===== config.mk =====
export PLATFORM = sky130hd
export DESIGN_NAME = pwr_tmpl_corr
export DESIGN_NICKNAME = d
export VERILOG_FILES = /design/src/rtl/ecorr_pkg.sv /design/src/rtl/ecorr_fold.sv /design/src/rtl/ecorr_tap.sv /design/src/rtl/ecorr_fill.sv /design/src/rtl/pwr_tmpl_corr.sv
export SDC_FILE = /design/constraint.sdc
export NUM_CORES = 2
export LEC_CHECK = 0
export BUFFER_PORTS_ARGS = -buffer_cell sky130_fd_sc_hd__buf_2
export CAP_MARGIN = 20
export CORE_MARGIN = 5
export CORE_UTILIZATION = 65
export DETAILED_ROUTE_END_ITERATION = 10
export MAX_ROUTING_LAYER = met4
export PLACE_DENSITY = 0.8
export SETUP_SLACK_MARGIN = 0.02
export SYNTH_ARGS = -nofsm -noshare
export SYNTH_HDL_FRONTEND = slang
export SYNTH_SLANG_ARGS = --single-unit

===== constraint.sdc =====
create_clock -name clk -period 10.1 [get_ports clk]
set_input_delay 0.505 -clock clk [delete_from_list [all_inputs] [get_ports clk]]
set_output_delay 0.505 -clock clk [all_outputs]
set_load 0.02 [all_outputs]

===== src/rtl/ecorr_pkg.sv =====
package ecorr_pkg;
   localparam int CODE_W   = 2;
   localparam int MAX_TAPS = 256;

   // Default template: a spread of all four weight codes.
   function automatic logic [CODE_W*MAX_TAPS-1:0] spread_codes();
      logic [CODE_W*MAX_TAPS-1:0] v;
      v = '0;
      for (int k = 0; k < MAX_TAPS; k++) begin
         v[CODE_W*k +: CODE_W] = CODE_W'((k ^ (k >> 2)) & 3);
      end
      return v;
   endfunction
endpackage


===== src/rtl/ecorr_fold.sv =====
module ecorr_fold #(
   parameter int IN_W = 7,
   parameter int HALF = 64,
   localparam int FOLD_W = IN_W + 1
) (
   input  logic              clk,
   input  logic              rst_n,
   input  logic              en,
   input  logic [IN_W-1:0]   x_i,
   output logic [FOLD_W-1:0] fold_o
);
   logic [IN_W-1:0] line_q [HALF];

   always_ff @(posedge clk or negedge rst_n) begin
      if (!rst_n) begin
         for (int i = 0; i < HALF; i++) line_q[i] <= '0;
      end else if (en) begin
         line_q[0] <= x_i;
         for (int i = 1; i < HALF; i++) line_q[i] <= line_q[i-1];
      end
   end

   assign fold_o = FOLD_W'(x_i) + FOLD_W'(line_q[HALF-1]);
endmodule


===== src/rtl/ecorr_tap.sv =====
module ecorr_tap #(
   parameter int          FOLD_W = 8,
   parameter int          ACC_W  = 15,
   parameter logic [1:0]  CODE   = 2'd0
) (
   input  logic              clk,
   input  logic              rst_n,
   input  logic              en,
   input  logic [FOLD_W-1:0] fold_i,
   input  logic [ACC_W-1:0]  acc_i,
   output logic [ACC_W-1:0]  acc_o
);
   logic [ACC_W-1:0] whole, half, term;

   generate
      if (CODE[1]) begin : g_whole
         assign whole = ACC_W'(fold_i);
      end else begin : g_no_whole
         assign whole = '0;
      end
      if (CODE[0]) begin : g_half
         assign half = ACC_W'(fold_i >> 1);
      end else begin : g_no_half
         assign half = '0;
      end
   endgenerate

   assign term = whole + half;

   always_ff @(posedge clk or negedge rst_n) begin
      if (!rst_n)  acc_o <= '0;
      else if (en) acc_o <= acc_i + term;
   end
endmodule


===== src/rtl/ecorr_fill.sv =====
module ecorr_fill #(
   parameter int TARGET = 128,
   localparam int CNT_W = $clog2(TARGET)
) (
   input  logic clk,
   input  logic rst_n,
   input  logic en,
   output logic ready_o
);
   logic [CNT_W-1:0] cnt_q;
   logic             full_q;
   logic             last;

   assign last = (cnt_q == CNT_W'(TARGET - 1));

   always_ff @(posedge clk or negedge rst_n) begin
      if (!rst_n) begin
         cnt_q   <= '0;
         full_q  <= 1'b0;
         ready_o <= 1'b0;
      end else begin
         ready_o <= en && (full_q || last);
         if (en && !last) cnt_q <= cnt_q + 1'b1;
         if (en && last)  full_q <= 1'b1;
      end
   end
endmodule


===== src/rtl/pwr_tmpl_corr.sv =====
module pwr_tmpl_corr #(
   parameter int FRAC_W    = 6,
   parameter int TAPS      = 64,
   parameter int OUT_INT_W = 6,
   parameter logic [ecorr_pkg::CODE_W*ecorr_pkg::MAX_TAPS-1:0] COEF_CODES = ecorr_pkg::spread_codes(),
   localparam int IN_W   = FRAC_W + 1,
   localparam int OUT_W  = OUT_INT_W + FRAC_W
) (
   input  logic             clk,
   input  logic             rst_n,
   input  logic             pwr_valid_i,
   input  logic [IN_W-1:0]  pwr_i,
   output logic             metric_valid_o,
   output logic [OUT_W-1:0] metric_o
);
   localparam int FOLD_W = IN_W + 1;
   localparam int ACC_W  = FOLD_W + 1 + $clog2(TAPS);
   localparam int CW     = ecorr_pkg::CODE_W;

   generate
      if (FRAC_W < 1 || FRAC_W > 15) begin : g_bad_frac
         $error("FRAC_W must lie in 1..15");
      end
      if (TAPS < 2 || TAPS > ecorr_pkg::MAX_TAPS) begin : g_bad_taps
         $error("TAPS out of range");
      end
      if (OUT_INT_W < 1) begin : g_bad_out
         $error("OUT_INT_W must be positive");
      end
   endgenerate

   logic [FOLD_W-1:0] fold;
   logic [ACC_W-1:0]  acc     [TAPS];
   logic [ACC_W-1:0]  chain_in[TAPS];

   ecorr_fold #(.IN_W(IN_W), .HALF(TAPS)) fold_i (
      .clk(clk), .rst_n(rst_n), .en(pwr_valid_i), .x_i(pwr_i), .fold_o(fold)
   );

   generate
      for (genvar g = 0; g < TAPS; g++) begin : g_tap
         if (g == 0) begin : g_head
            assign chain_in[g] = '0;
         end else begin : g_link
            assign chain_in[g] = acc[g-1];
         end
         ecorr_tap #(.FOLD_W(FOLD_W), .ACC_W(ACC_W), .CODE(COEF_CODES[CW*g +: CW])) tap_i (
            .clk(clk), .rst_n(rst_n), .en(pwr_valid_i),
            .fold_i(fold), .acc_i(chain_in[g]), .acc_o(acc[g])
         );
      end
   endgenerate

   ecorr_fill #(.TARGET(2*TAPS)) fill_i (
      .clk(clk), .rst_n(rst_n), .en(pwr_valid_i), .ready_o(metric_valid_o)
   );

   generate
      if (ACC_W > OUT_W) begin : g_sat
         assign metric_o = (|acc[TAPS-1][ACC_W-1:OUT_W]) ? {OUT_W{1'b1}}
                                                         : acc[TAPS-1][OUT_W-1:0];
      end else begin : g_wide
         assign metric_o = OUT_W'(acc[TAPS-1]);
      end
   endgenerate
endmodule


==> Yosys cells after proc, flatten, opt, wreduce, memory -nomap -nowiden <==
Index checks and enable logic that the tools add are counted.
{ "word_totals": {"wordCells": 188, "register_bits": 1394} }
{ "classes": {"add_sub_neg": 50, "reduce_logical": 6, "mux": 1, "eq_ne": 1} }
{ "op_table": {"columns": ["cell", "count"], "rows": [
  ["adder 15 bit", 16],
  ["adder 15 x 7 -> 15 bit", 15],
  ["adder 15 x 8 -> 15 bit", 15],
  ["2-to-1 mux 12 bit", 1],
  ["adder 7 x 8 -> 9 bit", 1],
  ["adder 8 x 7 -> 9 bit", 1],
  ["adder 7 x 7 -> 8 bit", 1],
  ["adder 7 x 1 -> 7 bit, second input constant", 1],
  ["equality test 7 bit, second input constant", 1],
  ["logical AND 1 bit", 3],
  ["OR reduction 3 bit", 1],
  ["zero test 1 bit", 1],
  ["logical OR 1 bit", 1]
]} }

==> Depth between registers and ports, before layout <==
{ "depth": {"word_depth": 3, "mapped_depth": 20, "ltp_nobuf": 20} }

==> By module <==
A second synthesis with hierarchy kept.
{ "unflattened": {"hier_cells": 7114, "hier_area_um2": 81097.8} }
{ "by_module_without_submodules": {"columns": ["module", "area_each_um2", "seq_area_each_um2", "instances", "cells_per_inst"], "rows": [
  ["ecorr_fold", 17077.6, 11210.8, 1, 984],
  ["ecorr_tap (g_tap[11].tap_i ...)", 1057.3, 375.4, 16, 115],
  ["ecorr_tap (g_tap[13].tap_i ...)", 1069.8, 375.4, 11, 109],
  ["ecorr_tap (g_tap[0].tap_i ...)", 613.1, 375.4, 16, 32],
  ["ecorr_tap (g_tap[22].tap_i ...)", 1311.3, 375.4, 6, 136],
  ["ecorr_tap (g_tap[12].tap_i ...)", 1191.1, 375.4, 6, 118],
  ["ecorr_tap (g_tap[24].tap_i ...)", 1057.3, 375.4, 5, 109],
  ["ecorr_tap (g_tap[57].tap_i ...)", 1178.6, 375.4, 4, 115],
  ["ecorr_fill", 397.9, 225.2, 1, 34],
  ["pwr_tmpl_corr", 113.9, 0.0, 1, 16]
]} }

==> Worst setup path before layout <==
OpenSTA, ideal clock, no wires.
{ "synth_path": {"path_kind": "input -> register", "startpoint": "input pwr_i[2]", "endpoint": "register g_tap[9].tap_i.acc_o[13]", "path_slack_ns": 3.767, "setup_ns": 0.126, "t_arrival_ns": 6.207, "path_buffers": 0, "path_stages": 16, "t_required_ns": 9.974, "path_cell_list": "ha_1 nor2b_1 a311oi_1 xnor2_1 ha_1 nand2_1 o21ai_0 nor2_1 xnor2_1 ha_1 and3_1 a31oi_1 a21boi_1 a31oi_1 nor4_1 a311o_1"} }
{ "synth_via": {"elab_chain_len": 3} }
{ "synth_rtl": {"columns": ["item", "line_no", "text"], "rows": [
  ["start, declared", "pwr_tmpl_corr.sv:12", "input logic [IN_W-1:0] pwr_i,"],
  ["adder 7 x 7 -> 8 bit", "ecorr_fold.sv:23", "assign fold_o = FOLD_W'(x_i) + FOLD_W'(line_q[HALF-1]);"],
  ["net fold[5]", "pwr_tmpl_corr.sv:32", "logic [FOLD_W-1:0] fold;"],
  ["adder 8 x 7 -> 9 bit", "ecorr_tap.sv:28", "assign term = whole + half;"],
  ["adder 15 bit", "ecorr_tap.sv:32", "else if (en) acc_o <= acc_i + term;"],
  ["end signal, assigned", "ecorr_tap.sv:32", null],
  ["end, declared", "ecorr_tap.sv:11", "output logic [ACC_W-1:0] acc_o"]
]} }
The timed path passes the listed nets, and every way through them passes these cells.
A chain may end at the register's enable or synchronous reset.

==> Worst setup path after layout <==
{ "layout_path": {"startpoint": "register fold_i.line_q[3] (netlist bit)", "endpoint": "register g_tap[9].tap_i.acc_o[13]"} }
{ "layout_via": {"elab_chain_len": 3} }
{ "layout_rtl": {"columns": ["item", "line_no", "text"], "rows": [
  ["start, declared", "ecorr_fold.sv:12", "logic [IN_W-1:0] line_q [HALF];"],
  ["adder 7 x 7 -> 8 bit", "ecorr_fold.sv:23", null],
  ["net fold[5]", "pwr_tmpl_corr.sv:32", null],
  ["adder 8 x 7 -> 9 bit", "ecorr_tap.sv:28", null],
  ["adder 15 bit", "ecorr_tap.sv:32", null]
]} }
The timed path passes the listed nets, and every way through them passes these cells.

==> impl_metrics.json <==
{
  "outcome": "completed",
  "io_pins": 23,
  "crit_top_cell": "ha_1",
  "cts_setup_buffers": 0,
  "endpoint_kind": "register",
  "max-cap-violations": 0,
  "finClkSkew_ns": 0.0305,
  "crit_family": "compound AO/OA/AOI/OAI gates",
  "hpwl_um": 85800,
  "fill_cells": 7265,
  "grt_pass1_wl_um": 239000,
  "ys_top_cells_by_area": "dfrtp_1 (48%), mux2_2 (15%), ha_1 (7.4%)",
  "place.gp.congestion": 0.842,
  "initialDrtViolationCount": 3196,
  "path_max_fanout": 34,
  "numCtsBuffers": 144,
  "async_flop_share": 1.00,
  "grt_pass1_vias": 47200,
  "antenna_cells": 0,
  "mostFrequentLayoutCell": "dfrtp_1",
  "power.switching_mw": 8.68,
  "switching_share": 0.356,
  "crit_type": "reg -> reg",
  "row_count": 121,
  "coreArea_sq_um": 108000,
  "clock_path_buffers": 3,
  "fmax_ghz": 0.153,
  "die_y_um": 340,
  "cts.sinks": 1369,
  "grt_max_degree": 216,
  "slowest_stage": "xnor2_2",
  "worstMarginPinSlew_ns": 1.15,
  "antenna_found_initial": 0,
  "synth_top_area_cell": "dfrtp_1",
  "clockPowerShare": 0.223,
  "clock_latency_ns": 0.77,
  "yosysSeqAreaShare": 0.485,
  "gr-total-overflow": 0,
  "synth_mux_area_frac": 0.153,
  "holdWs_ns": 0.0491,
  "p_int_mw": 15.7,
  "syn-instance-count": 6038,
  "seqPwrFrac": 0.378,
  "crit_chain": "ha_1 > a21oi_1 > nor2_1 > a311oi_1 > xnor2_2 > buf_4 > ha_1 > nand2_1 > o21ai_0 > nor2_1 > xnor2_2 > buf_4 > ha_1 > and3_1 > a31oi_1 > a21boi_1 > a31oi_1 > nor4_1 > a311o_1",
  "dr.pass1.iters": 6,
  "r2r_setup_slack_ns": 3.56,
  "dieArea_sq_um": 115000,
  "critPathMaxStageDelay_ns": 0.86,
  "postRouteAntennaNets": 0,
  "hold_path.class": "in -> reg",
  "period_minus_slack_ns": 6.54,
  "synth_fa_ha_area_frac": 0.0879,
  "start_util": 0.652,
  "ys_seq_elements": 1369,
  "post_drt_via_cell_ratio": 6.00,
  "tns_ns": 0,
  "clk_pin_slew_ns": 0.06,
  "num_vias": 45400,
  "post-route-drc-count": 0,
  "start_kind": "register",
  "min_period_over_period": 0.648,
  "synth_cell_types": 78,
  "cts_tree": "done",
  "die_w_um": 340,
  "synth_edf_count": 0,
  "relSlewSlack": 0.232,
  "comb_power_share": 0.400,
  "yosysWarnings": 0,
  "layout_common_cells": "dfrtp_1 (1369), mux2_2 (960), nor2_1 (590)",
  "synth_top_family_by_area": "multiplexers",
  "synth_compound_area_frac": 0.110,
  "cp.buffers_inverters": 2,
  "leakagePower_nw": 33.7,
  "clock-root-buffer": "clkbuf_16",
  "grtUsageTotal": 0.255,
  "routedWlPerCell_um": 18.6,
  "syn2layout_area_growth_pct": 9.22,
  "nets": 6530,
  "drv_slew": 0,
  "hold_viol_final": 0,
  "vdd_ir_drop_max_mv": 0.264,
  "drive_above_1_share": 0.216,
  "synthSimpleGateAreaFrac": 0.0852,
  "htreeDepth": 4,
  "synth_xor_area_frac": 0.0646,
  "p_per_area_nw_per_um2": 316,
  "rsz0062_at_grt": "false",
  "yosysTopAreaCellShare": 0.485,
  "setup_viol": 0,
  "wl_um": 141000,
  "port_buffers": 22,
  "avgSynthCellArea_sq_um": 11.7,
  "worst_ep_required_time_ns": 10.74,
  "synth_nets": 6515,
  "syn-cell-area_sq_um": 70700,
  "arrival_ns": 7.18,
  "synth_top_flop_cell": "dfrtp_1"
}
## stage by stage
stage / instances / total power [mW] / setup WS, ns / utilization / area (sq um)
3_3_place_gp: 7317 / 18.3 / 3.71 / 0.666 / 72200
5_1_grt: 7579 / 26.2 / 3.40 / 0.712 / 77200
4_1_cts: 7578 / 24.5 / 3.63 / 0.712 / 77200
2_1_floorplan: 6038 / 16.6 / 3.77 / - / 70700
3_5_place_dp: 7317 / 18.8 / 3.50 / 0.666 / 72200
6_report: 7579 / 24.4 / 3.56 / 0.712 / 77200
## power by group through the flow
stage	clock network (mW)	registers (mW)	logic, mW
after floorplan	0	8.74	7.87
after global placement	0	9.16	9.18
after detailed placement	0	9.26	9.56
after CTS	5.53	9.22	9.73
after global routing	5.78	9.50	10.9
final	5.43	9.21	9.74
## area by class of cell
type | count | area, sq um | share of cell area
Multi-Input combinational cell | 4432 | 35500 | 0.460
Sequential cell | 1369 | 34300 | 0.444
Clock buffer | 216 | 4250 | 0.0550
Tap cell | 1414 | 1770 | 0.0229
Clock inverter | 42 | 668 | 0.00866
Timing Repair Buffer | 68 | 606 | 0.00785
Inverter | 38 | 145 | 0.00188
## synthesized netlist by cell type (all sizes together), types with 4 or more instances
master and number:
a211oi 128, a21boi 10, a21o 167, a21oi 521, a22oi 16, a31oi 21
a41o 8, a41oi 6, and2 16, and3 57, buf 109, clkbuf 90
dfrtp 1369, fa 49, ha 418, inv 38, mux2 961, nand2 151
nand2b 24, nand3 69, nand4 22, nand4b 5, nor2 590, nor2b 52
nor3 107, nor3b 76, nor4 5, nor4b 25, o2111ai 4, o211ai 34
o21a 63, o21ai 165, o21bai 17, o221a 6, o22a 6, o22ai 9
o2bb2ai 12, o311ai 4, o31ai 4, or2 15, or3 34, xnor2 430
xor2 91
## sequential cells by signal, summed over array words and instances, names as in the netlist
name,count
fill_i.full_q,1
fill_i.cnt_q,7
g_tap.tap_i.acc_o,912
fill_i.ready_o,1
fold_i.line_q,448
## cells by family (layout without fill, tap and decap cells)
family / count (synthesis) / after routing
flops: 1369 / 1369
simple gates: 1252 / 1252
compound gates: 1230 / 1230
buf+inv: 237 / 364
fa+ha+maj: 467 / 467
xor+xnor: 521 / 521
mux: 962 / 962
## routing by layer
metal  global-route usage  part of all wire  vias to the layer above  wire (um)
met5                    -                 0                        -          0
met4               0.0696             0.024                        0       3340
met3               0.0354             0.039                      240       5430
met2                0.411              0.48                      733      68200
met1                0.346              0.45                    22700      63900
li1                     -                 -                    21800          -
## final timing paths
kind	startpoint	end	cells past startpoint
worst min register to register	fill_i.cnt_q[6]	fill_i.cnt_q[6]	1
worst min-delay path	pwr_i[0]	fold_i.line_q[441]	2
max in group asynchronous	rst_n	fold_i.line_q[383]	4
worst max-delay path	fold_i.line_q[3]	g_tap[9].tap_i.acc_o[13]	19
min in group asynchronous	rst_n	g_tap[6].tap_i.acc_o[6]	2
worst max register to register	fold_i.line_q[3]	g_tap[9].tap_i.acc_o[13]	19
## worst register-to-register path: cells and delay by family, from the launching register on
kind	cells	cell delay (ns)
adder cells (fa/ha/maj)	3	1.14
XOR/XNOR	2	1.04
buffers and inverters	2	1.22
AO/OA/AOI/OAI	7	2.07
flip-flops	1	0.40
AND/OR/NAND/NOR	5	0.55
## what timing repair did
action,4_1_cts,5_1_grt
endpoints found under the hold margin,139,0
gates resized for setup,0,0
hold buffers,3,0
setup endpoints to repair,0,0
Note: power is estimated with default switching activity, not from simulation.
